<file path="src/rtl/sdcmd_pkg.sv">
package sdcmd_pkg;
  typedef enum logic [2:0] {
    CMD_NOP   = 3'd0,
    CMD_READ  = 3'd1,
    CMD_WRITE = 3'd2,
    CMD_MRS   = 3'd3,
    CMD_PALL  = 3'd4
  } cmd_e;

  typedef enum logic {
    ST_IDLE = 1'b0,
    ST_BUSY = 1'b1
  } state_e;

  // control register field positions
  localparam int FLD_MUX_LO  = 0;
  localparam int FLD_MUX_W   = 3;
  localparam int FLD_SIZE_LO = 3;
  localparam int FLD_SIZE_W  = 2;
  localparam int FLD_PALL    = 5;
  localparam int FLD_MRS     = 6;
  localparam int REG_W       = 7;

  typedef struct packed {
    logic load;
    logic clr;
    cmd_e code;
  } dpStrobe_t;
endpackage

</file>
<file path="src/rtl/sdcmd_ctrl.sv">
module sdcmd_ctrl
  import sdcmd_pkg::*;
(
  input  logic      clk,
  input  logic      rstN,
  input  logic      regWrEn,
  input  logic      armMrsIn,
  input  logic      armPallIn,
  input  logic      hostReq,
  input  logic      hostWr,
  input  logic      cmdDone,
  output dpStrobe_t strobe,
  output logic      cmdValid,
  output logic      hostWait,
  output logic [1:0] reqState
);
  state_e state;
  logic   mrsReq, pallReq, activeMrs, validQ;
  logic   acc, special;
  cmd_e   nextCode;

  always_comb begin
    acc      = (state == ST_IDLE) && hostReq;
    special  = 1'b0;
    nextCode = hostWr ? CMD_WRITE : CMD_READ;
    if (mrsReq) begin
      nextCode = CMD_MRS;
      special  = 1'b1;
    end else if (pallReq && hostWr) begin
      nextCode = CMD_PALL;
      special  = 1'b1;
    end
  end

  always_ff @(posedge clk) begin
    if (!rstN) begin
      state     <= ST_IDLE;
      mrsReq    <= 1'b0;
      pallReq   <= 1'b0;
      activeMrs <= 1'b0;
      validQ    <= 1'b0;
    end else begin
      if (acc) begin
        validQ <= 1'b1;
        if (special) begin
          state     <= ST_BUSY;
          activeMrs <= (nextCode == CMD_MRS);
        end
      end else if (state == ST_BUSY) begin
        validQ <= !cmdDone;
        if (cmdDone) begin
          state <= ST_IDLE;
          if (activeMrs) mrsReq  <= 1'b0;
          else           pallReq <= 1'b0;
        end
      end else begin
        validQ <= 1'b0;
      end
      if (regWrEn) begin
        mrsReq  <= armMrsIn;
        pallReq <= armPallIn;
      end
    end
  end

  always_comb begin
    strobe.load = acc;
    strobe.code = nextCode;
    strobe.clr  = !acc && validQ && ((state == ST_IDLE) || cmdDone);
  end

  assign cmdValid = validQ;
  assign hostWait = (state == ST_BUSY);
  assign reqState = {mrsReq, pallReq};

  AST_MRS_CLEARS: assert property (@(posedge clk) disable iff (!rstN)
    (state == ST_BUSY && activeMrs && cmdDone && !regWrEn) |=> !mrsReq);
  AST_WAIT_HOLDS: assert property (@(posedge clk) disable iff (!rstN)
    (hostWait && !cmdDone) |=> hostWait);
endmodule

</file>
<file path="src/rtl/sdcmd_datapath.sv">
module sdcmd_datapath
  import sdcmd_pkg::*;
#(
  parameter int ADDR_W    = 32,
  parameter int SD_ADDR_W = 13,
  parameter int BANK_W    = 2,
  parameter int CMD_PIN   = 10,
  parameter int CMD_BASE  = 17,
  parameter int ADDR_LSB  = 2
) (
  input  logic                 clk,
  input  logic                 rstN,
  input  logic                 regWrEn,
  input  logic [FLD_MUX_W-1:0] muxCodeIn,
  input  logic [FLD_SIZE_W-1:0] portSizeIn,
  input  logic [ADDR_W-1:0]    hostAddr,
  input  dpStrobe_t            strobe,
  output cmd_e                 cmdCode,
  output logic [SD_ADDR_W-1:0] sdAddr,
  output logic [BANK_W-1:0]    sdBank,
  output logic [2:0]           portBytes
);
  localparam int IDX_W = $clog2(ADDR_W);

  logic [FLD_MUX_W-1:0]  muxCode;
  logic [FLD_SIZE_W-1:0] portSize;
  logic [SD_ADDR_W-1:0]  addrNext;
  logic [BANK_W-1:0]     bankNext;
  logic [IDX_W-1:0]      cmdIdx;
  logic                  forcePin;

  assign cmdIdx   = IDX_W'(CMD_BASE) + IDX_W'(muxCode);
  assign forcePin = (strobe.code == CMD_PALL);

  for (genvar i = 0; i < SD_ADDR_W; i++) begin : g_addr
    if (i == CMD_PIN) begin : g_cmd
      assign addrNext[i] = forcePin | hostAddr[cmdIdx];
    end else begin : g_plain
      assign addrNext[i] = hostAddr[ADDR_LSB + i];
    end
  end

  for (genvar b = 0; b < BANK_W; b++) begin : g_bank
    logic [IDX_W-1:0] bankIdx;
    assign bankIdx     = IDX_W'(CMD_BASE + 1 + b) + IDX_W'(muxCode);
    assign bankNext[b] = hostAddr[bankIdx];
  end

  always_ff @(posedge clk) begin
    if (!rstN) begin
      muxCode  <= '0;
      portSize <= '0;
      cmdCode  <= CMD_NOP;
      sdAddr   <= '0;
      sdBank   <= '0;
    end else begin
      if (regWrEn) begin
        muxCode  <= muxCodeIn;
        portSize <= portSizeIn;
      end
      if (strobe.load) begin
        cmdCode <= strobe.code;
        sdAddr  <= addrNext;
        sdBank  <= bankNext;
      end else if (strobe.clr) begin
        cmdCode <= CMD_NOP;
      end
    end
  end

  always_comb begin
    unique case (portSize)
      2'b00:   portBytes = 3'd4;
      2'b01:   portBytes = 3'd1;
      default: portBytes = 3'd2;
    endcase
  end

  AST_PORT_ONEHOT: assert property (@(posedge clk) disable iff (!rstN)
    $countones(portBytes) == 1);
  AST_PALL_PIN: assert property (@(posedge clk) disable iff (!rstN)
    (cmdCode == CMD_PALL) |-> sdAddr[CMD_PIN]);
endmodule

</file>
<file path="src/rtl/sdram_special_cmd.sv">
module sdram_special_cmd
  import sdcmd_pkg::*;
#(
  parameter int ADDR_W    = 32,
  parameter int SD_ADDR_W = 13,
  parameter int BANK_W    = 2,
  parameter int CMD_PIN   = 10,
  parameter int CMD_BASE  = 17,
  parameter int ADDR_LSB  = 2
) (
  input  logic                 clk,
  input  logic                 rstN,
  input  logic                 regWrEn,
  input  logic [REG_W-1:0]     regWrData,
  input  logic                 hostReq,
  input  logic                 hostWr,
  input  logic [ADDR_W-1:0]    hostAddr,
  output logic                 hostWait,
  input  logic                 cmdDone,
  output logic                 cmdValid,
  output logic [2:0]           cmdCode,
  output logic [SD_ADDR_W-1:0] sdAddr,
  output logic [BANK_W-1:0]    sdBank,
  output logic [1:0]           reqState,
  output logic [2:0]           portBytes
);
  dpStrobe_t strobe;
  cmd_e      codeQ;

  sdcmd_ctrl i_ctrl (
    .clk      (clk),
    .rstN     (rstN),
    .regWrEn  (regWrEn),
    .armMrsIn (regWrData[FLD_MRS]),
    .armPallIn(regWrData[FLD_PALL]),
    .hostReq  (hostReq),
    .hostWr   (hostWr),
    .cmdDone  (cmdDone),
    .strobe   (strobe),
    .cmdValid (cmdValid),
    .hostWait (hostWait),
    .reqState (reqState)
  );

  sdcmd_datapath #(
    .ADDR_W   (ADDR_W),
    .SD_ADDR_W(SD_ADDR_W),
    .BANK_W   (BANK_W),
    .CMD_PIN  (CMD_PIN),
    .CMD_BASE (CMD_BASE),
    .ADDR_LSB (ADDR_LSB)
  ) i_dp (
    .clk       (clk),
    .rstN      (rstN),
    .regWrEn   (regWrEn),
    .muxCodeIn (regWrData[FLD_MUX_LO +: FLD_MUX_W]),
    .portSizeIn(regWrData[FLD_SIZE_LO +: FLD_SIZE_W]),
    .hostAddr  (hostAddr),
    .strobe    (strobe),
    .cmdCode   (codeQ),
    .sdAddr    (sdAddr),
    .sdBank    (sdBank),
    .portBytes (portBytes)
  );

  assign cmdCode = codeQ;

  AST_MRS_FIRST: assert property (@(posedge clk) disable iff (!rstN)
    (hostReq && !hostWait && reqState[1]) |=> (cmdValid && codeQ == CMD_MRS));
  AST_READ_NO_PALL: assert property (@(posedge clk) disable iff (!rstN)
    (hostReq && !hostWait && !hostWr && !reqState[1]) |=> (codeQ == CMD_READ));
  AST_SPECIAL_HELD: assert property (@(posedge clk) disable iff (!rstN)
    (cmdValid && (codeQ == CMD_MRS || codeQ == CMD_PALL) && !cmdDone)
      |=> (cmdValid && $stable(codeQ) && $stable(sdAddr)));
endmodule

</file>
<file path="config.mk">
export PLATFORM = sky130hd
export DESIGN_NAME = sdram_special_cmd
export DESIGN_NICKNAME = d
export VERILOG_FILES = /design/src/rtl/sdcmd_pkg.sv /design/src/rtl/sdcmd_ctrl.sv /design/src/rtl/sdcmd_datapath.sv /design/src/rtl/sdram_special_cmd.sv
export SDC_FILE = /design/constraint.sdc
export NUM_CORES = 1
export LEC_CHECK = 0
export BUFFER_PORTS_ARGS = -buffer_cell sky130_fd_sc_hd__buf_2
export CAP_MARGIN = 20
export CORE_ASPECT_RATIO = 1.4
export CORE_MARGIN = 10
export CORE_UTILIZATION = 42
export CTS_CLUSTER_DIAMETER = 50
export CTS_CLUSTER_SIZE = 16
export DETAILED_ROUTE_END_ITERATION = 12
export HOLD_SLACK_MARGIN = 0.12
export PLACE_DENSITY = 0.75
export RECOVER_POWER = 25
export SLEW_MARGIN = 40
export SYNTH_ARGS = -nofsm -noshare
export SYNTH_HDL_FRONTEND = slang
export SYNTH_SLANG_ARGS = --single-unit
export TNS_END_PERCENT = 100
</file>
<file path="constraint.sdc">
create_clock -name clk -period 2.3 [get_ports clk]
set_clock_uncertainty 0.2 [all_clocks]
set_input_delay 0.23 -clock clk [delete_from_list [all_inputs] [get_ports clk]]
set_output_delay 0.23 -clock clk [all_outputs]
set_load 0.02 [all_outputs]
</file>
Yosys cells after proc, flatten, opt, wreduce, memory -nomap -nowiden
Index checks and enable logic that the tools add are counted.
Cells by class
  $add $sub $neg: 3
  multiply operators: 0
  div/mod/pow operators: 0
  magnitude comparators: 3
  equal/unequal tests: 6
  shift operators: 0
  multiplexer cells: 30
  bitwise logic cells: 2
  reduce and logical (&&, ||, !) cells: 15
Operators with widths (count)
  two-way mux 1 bit: 21
  < comparator 5 x 6 -> 1 bit, second input constant: 3
  adder 5 x 3 -> 5 bit, first input constant: 3
  binary-select mux 1 bit (select 5 bit): 3
  two-way mux 3 bit: 4
  AND reduction 4 bit: 2
  nonzero test 2 bit: 4
  inequality test 2 bit, second input constant: 3
  one-hot mux 3 bit (2 select lines): 1
  logical AND 1 bit: 4
  equality test 3 x 2 -> 1 bit, second input constant: 1
  equality test 3 bit, second input constant: 1
  equality test 2 x 1 -> 1 bit, second input constant: 1
  zero test 1 bit: 2
  zero test 2 bit: 1
  two-way mux 2 bit: 1
  AND reduction 2 bit: 1
  logical OR 1 bit: 1
  NOT 1 bit: 1
  OR 1 bit: 1
Word-level totals
  register bits: 28
  bits in latches: 0
  RAM bits: 0
  ROM bits: 0
  input bits: 45
  output and inout port bits: 25
  word-level logic and storage cells: 69
  memories: 0

Depth between registers and ports, before layout
  word-level depth: 7
  mapped depth: 8

Cells and area by module
A second synthesis with hierarchy kept.
Unflattened totals
  cells, all modules: 145
  area, all modules: 1614.0 um^2
By module, submodules not included
  sdcmd_datapath: times used 1, cells an instance 114, area each 1330.0 um^2, sequential area each 460.4 um^2
  sdcmd_ctrl: times used 1, cells an instance 31, area each 284.0 um^2, sequential area each 100.1 um^2

Worst setup path before layout
Ideal clock, no wire load.
  path kind: reg-to-reg
  start: register i_dp.muxCode[0]
  end: register i_dp.sdBank[1]
  library setup time: 113 ps
  arrival time: 1879 ps
  data required time: 1987 ps
  setup slack: 108 ps
  cell stages (with the launch flop): 9
  cell sequence: dfxtp_1 buf_6 inv_1 ha_1 buf_6 mux4_2 mux4_2 nand3_1 nand2_1
Between the ends
  word-level cells in the longest chain between the ends: 3
Ends and longest elaborated chain
  from (decl): line sdcmd_datapath.sv:25  | logic [FLD_MUX_W-1:0] muxCode;
  from (signal assigned): line sdcmd_datapath.sv:58  | muxCode <= muxCodeIn;
  adder 5 x 3 -> 5 bit: line sdcmd_datapath.sv:45  | assign bankIdx = IDX_W'(CMD_BASE + 1 + b) + IDX_W'(muxCode);
  binary-select mux 1 bit (select 5 bit): line sdcmd_datapath.sv:46  | assign bankNext[b] = hostAddr[bankIdx];
  two-way mux 1 bit (not written as such): line sdcmd_datapath.sv:46
  to (signal assigned): line sdcmd_datapath.sv:64  | sdBank <= bankNext;
  to (decl): line sdcmd_datapath.sv:20  | output logic [BANK_W-1:0] sdBank,
No other way between the ends. The select of a mux whose other input is x is not followed.
A chain may end at the register's enable or synchronous reset.

Worst setup path in the final report
Ends and elaborated chain as after synthesis.

==> results.json <==
{
  "yosys_warnings": 0,
  "vias": 1401,
  "max_freq_ghz": 0.4714,
  "seq_area_frac_synth_pct": 35.87,
  "rsz0062_at_grt": "no",
  "hold_violations": 0,
  "tightest_slew_ps": 486.4,
  "worstHoldStart": "hostReq",
  "ios": 70,
  "fin_crit_ps": 2121,
  "rrSetupSlack_ps": 180,
  "grt_max_degree": 30,
  "synth.distinct_cells": 26,
  "reg2regPathDepth": 6,
  "hold_path.class": "input pin to flop",
  "synth_xor_area_share_pct": 1.121,
  "cts_setup_buffers": 0,
  "ant_nets": 0,
  "outcome": "finished clean",
  "grt_usage_pct": 12.19,
  "fp.dieH_um": 92.18,
  "drc": 0,
  "antenna_found_initial": 0,
  "drv_cap": 0,
  "clock_path_buffers": 2,
  "tritoncts": "yes",
  "cp_slowest_stage_delay_ps": 460,
  "synth_top_family_by_area": "multiplexers",
  "worst_path_max_delay_cell": "ha_1",
  "cts_made_buffers": 3,
  "worstSkewPairLatency_ps": 260,
  "path_cells": "inv_1 > ha_1 > mux4_2 > mux4_2 > nand3_1 > nand2_1",
  "multi_input_area_um2": 895.9,
  "rr_endpoint": "i_dp.sdBank[1]",
  "slew_viol_final": 0,
  "crit_arrival_ps": 2080,
  "numClockSinks": 28,
  "avgSynthCellArea_um2": 9.954,
  "p_per_area_mw_per_mm2": 530.5,
  "die_width_um": 71.56,
  "wl_per_cell_um": 14.37,
  "synth_compound_area_share_pct": 13.29,
  "synth_fa_ha_area_share_pct": 3.203,
  "antenna_cells": 0,
  "crit_top_cell": "mux4_2",
  "setup_viol": 0,
  "dp_hpwl_um": 3054,
  "synthSimpleGateAreaFrac_pct": 15.05,
  "cp_max_fo": 7,
  "p_leak_nw": 0.9668,
  "grt_pass1_wl_um": 6837,
  "worstSetupEndpointType": "flop",
  "clkTransAtPathRegs_ps": 90,
  "r2r_start": "i_dp.muxCode[0]",
  "first_global_vias": 1520,
  "synth_area_leaders": "dfxtp_1 36%, mux4_1 10%, mux4_2 8.6%",
  "drtIter0Drc": 31,
  "dieArea_mm2": 0.006596,
  "start_kind": "flop",
  "clock-root-buffer": "clkbuf_8",
  "ys_ff_latch": 28,
  "hold-path-cell-count": 3,
  "routed_wl_um": 4023,
  "syn_inst": 157,
  "rows": 26,
  "place.gp.congestion": 0.9167,
  "worstSetupPathType": "flop to flop",
  "start_util_pct": 43.28,
  "first_pass_iters": 4,
  "syn_area_mm2": 0.001563,
  "ir_drop_mv": 0.4601,
  "min_period_over_period_pct": 92.23,
  "overflow": 0,
  "tns_ps": 0,
  "synth_top_cell_area_share_pct": 35.87,
  "htree_levels": 1,
  "area_delta_synth_final_pct": 36.35,
  "viasPerCell": 5.004,
  "seq_area_um2": 560.5,
  "fin_nets": 288,
  "p_total_w": 0.001130,
  "synth_nets": 206,
  "maxSlewHeadroom_pct": 67.51,
  "core_area_mm2": 0.003611,
  "synth_mux_area_share_pct": 24.66,
  "synth_top_area_cell": "dfxtp_1",
  "final_layout_size_suffix_gt1_share_pct": 30.67,
  "min_to": "i_ctrl.cmdValid",
  "cp.required_ps": 2260,
  "port_buffers": 65,
  "nFillCells": 339
}
[timing repair]
item / 4_1_cts / 5_1_grt
gates resized for setup: 0 / 0
setup endpoints to repair: 0 / 0
endpoints found under the hold margin: 22 / 0
hold buffers: 21 / 0
[cells in the mapped netlist]
library cell and n:
a21boi_0 1, buf_6 4, inv_1 3, nor2_1 4, mux4_1 6, nor2b_1 8
ha_1 4, nand2_1 35, dfxtp_1 28, buf_4 2, mux2i_1 7, a2bb2oi_1 1
nand3_1 4, mux2_2 2, a21oi_1 4, and2_1 2, o21ai_0 9, o21ai_1 1
nand2b_1 1, clkdlybuf4s15_2 1, a32oi_1 1, clkbuf_1 5, a21boi_1 15, mux4_2 6
buf_2 1, xor2_1 2
[final cells by class]
class	count	area share [%]
multi-input combinational	113	42.04
sequential	28	26.31
timing repair buffer	90	26.07
clock buffer	4	2.584
tap	42	2.466
inverter	3	0.5285
[report_power, final]
group / total (W) / internal (W) / switching, W / leakage [nW]
clock network: 0.000285 / 0.000153 / 0.000132 / 0.0288
logic: 0.000307 / 0.000158 / 0.000150 / 0.707
registers: 0.000538 / 0.000517 / 0.0000215 / 0.231
[placed cells by master, fill, tap and decap left out, drive strengths merged]
| cell type | Yosys | layout |
|---|---|---|
| inv | 3 | 3 |
| mux4 | 12 | 12 |
| nor2b | 8 | 8 |
| dlygate4sd3 | 0 | 21 |
| mux2 | 2 | 2 |
| dfxtp | 28 | 28 |
| o21ai | 10 | 10 |
| a21boi | 16 | 16 |
| ha | 4 | 4 |
| and2 | 2 | 2 |
| a32oi | 1 | 1 |
| a2bb2oi | 1 | 1 |
| nor2 | 4 | 4 |
| buf | 7 | 61 |
| nand2b | 1 | 1 |
| mux2i | 7 | 7 |
| nand3 | 4 | 4 |
| xor2 | 2 | 2 |
| nand2 | 35 | 35 |
| clkbuf | 5 | 12 |
| a21oi | 4 | 4 |
[registers in the layout, summed over array words and instances (netlist names)]
name,cells
i_dp.cmdCode,3
i_dp.sdBank,2
i_ctrl.mrsReq,1
i_ctrl.activeMrs,1
i_dp.portSize,2
i_ctrl.pallReq,1
i_ctrl.hostWait,1
i_dp.sdAddr,13
i_ctrl.cmdValid,1
i_dp.muxCode,3
[worst max-delay path: cells and delay by family (launching register included)]
kind,cells,cell delay (ps)
buffers and inverters,1,60
muxes,2,820
DFF,1,340
adders and majority gates,1,460
and+or+nand+nor,2,140
[stage by stage]
| stage | hold slack (ps) | utilization [%] | setup WS (ps) | area (um2) | cells |
|---|---|---|---|---|---|
| floorplan | 134.9 | - | 107.7 | 1563 | 157 |
| global placement | 238.1 | 51.94 | 195.8 | 1876 | 255 |
| detailed placement | 247.0 | 51.94 | 161.2 | 1876 | 255 |
| CTS | 127.4 | 59.29 | 146.6 | 2141 | 280 |
| global route | 135.1 | 59.01 | 42.57 | 2131 | 280 |
| finish | 127.5 | 59.01 | 178.7 | 2131 | 280 |
[layer usage]
layer	vias up	global-route usage [%]	share of wire, %
met3	2	2.481	5.3
met5	-	0	0
met2	44	23.23	53
met1	646	12.62	41
met4	0	3.883	1.2
li1	709	-	-
[kinds of logic after synthesis]
family / count (synthesis)
AO/OA/AOI/OAI: 32
flip-flops: 28
adder cells (fa/ha/maj): 4
XOR/XNOR: 2
multiplexers: 21
buffers and inverters: 16
AND/OR/NAND/NOR: 54
[worst max path at each step]
stage / startpoint / endpoint / slack [ps] / cells after the start
finish: i_dp.muxCode[0] / i_dp.sdBank[1] / 180 / 6
detailed placement: i_dp.muxCode[0] / i_dp.sdBank[1] / 160 / 6
floorplan: i_dp.muxCode[0] / i_dp.sdBank[1] / 110 / 8
global placement: i_dp.muxCode[0] / i_dp.sdBank[1] / 200 / 6
CTS: i_dp.muxCode[0] / i_dp.sdBank[1] / 150 / 6
global route: i_dp.muxCode[1] / i_dp.sdBank[1] / 40 / 6
Power figures use the tool's default switching activity.
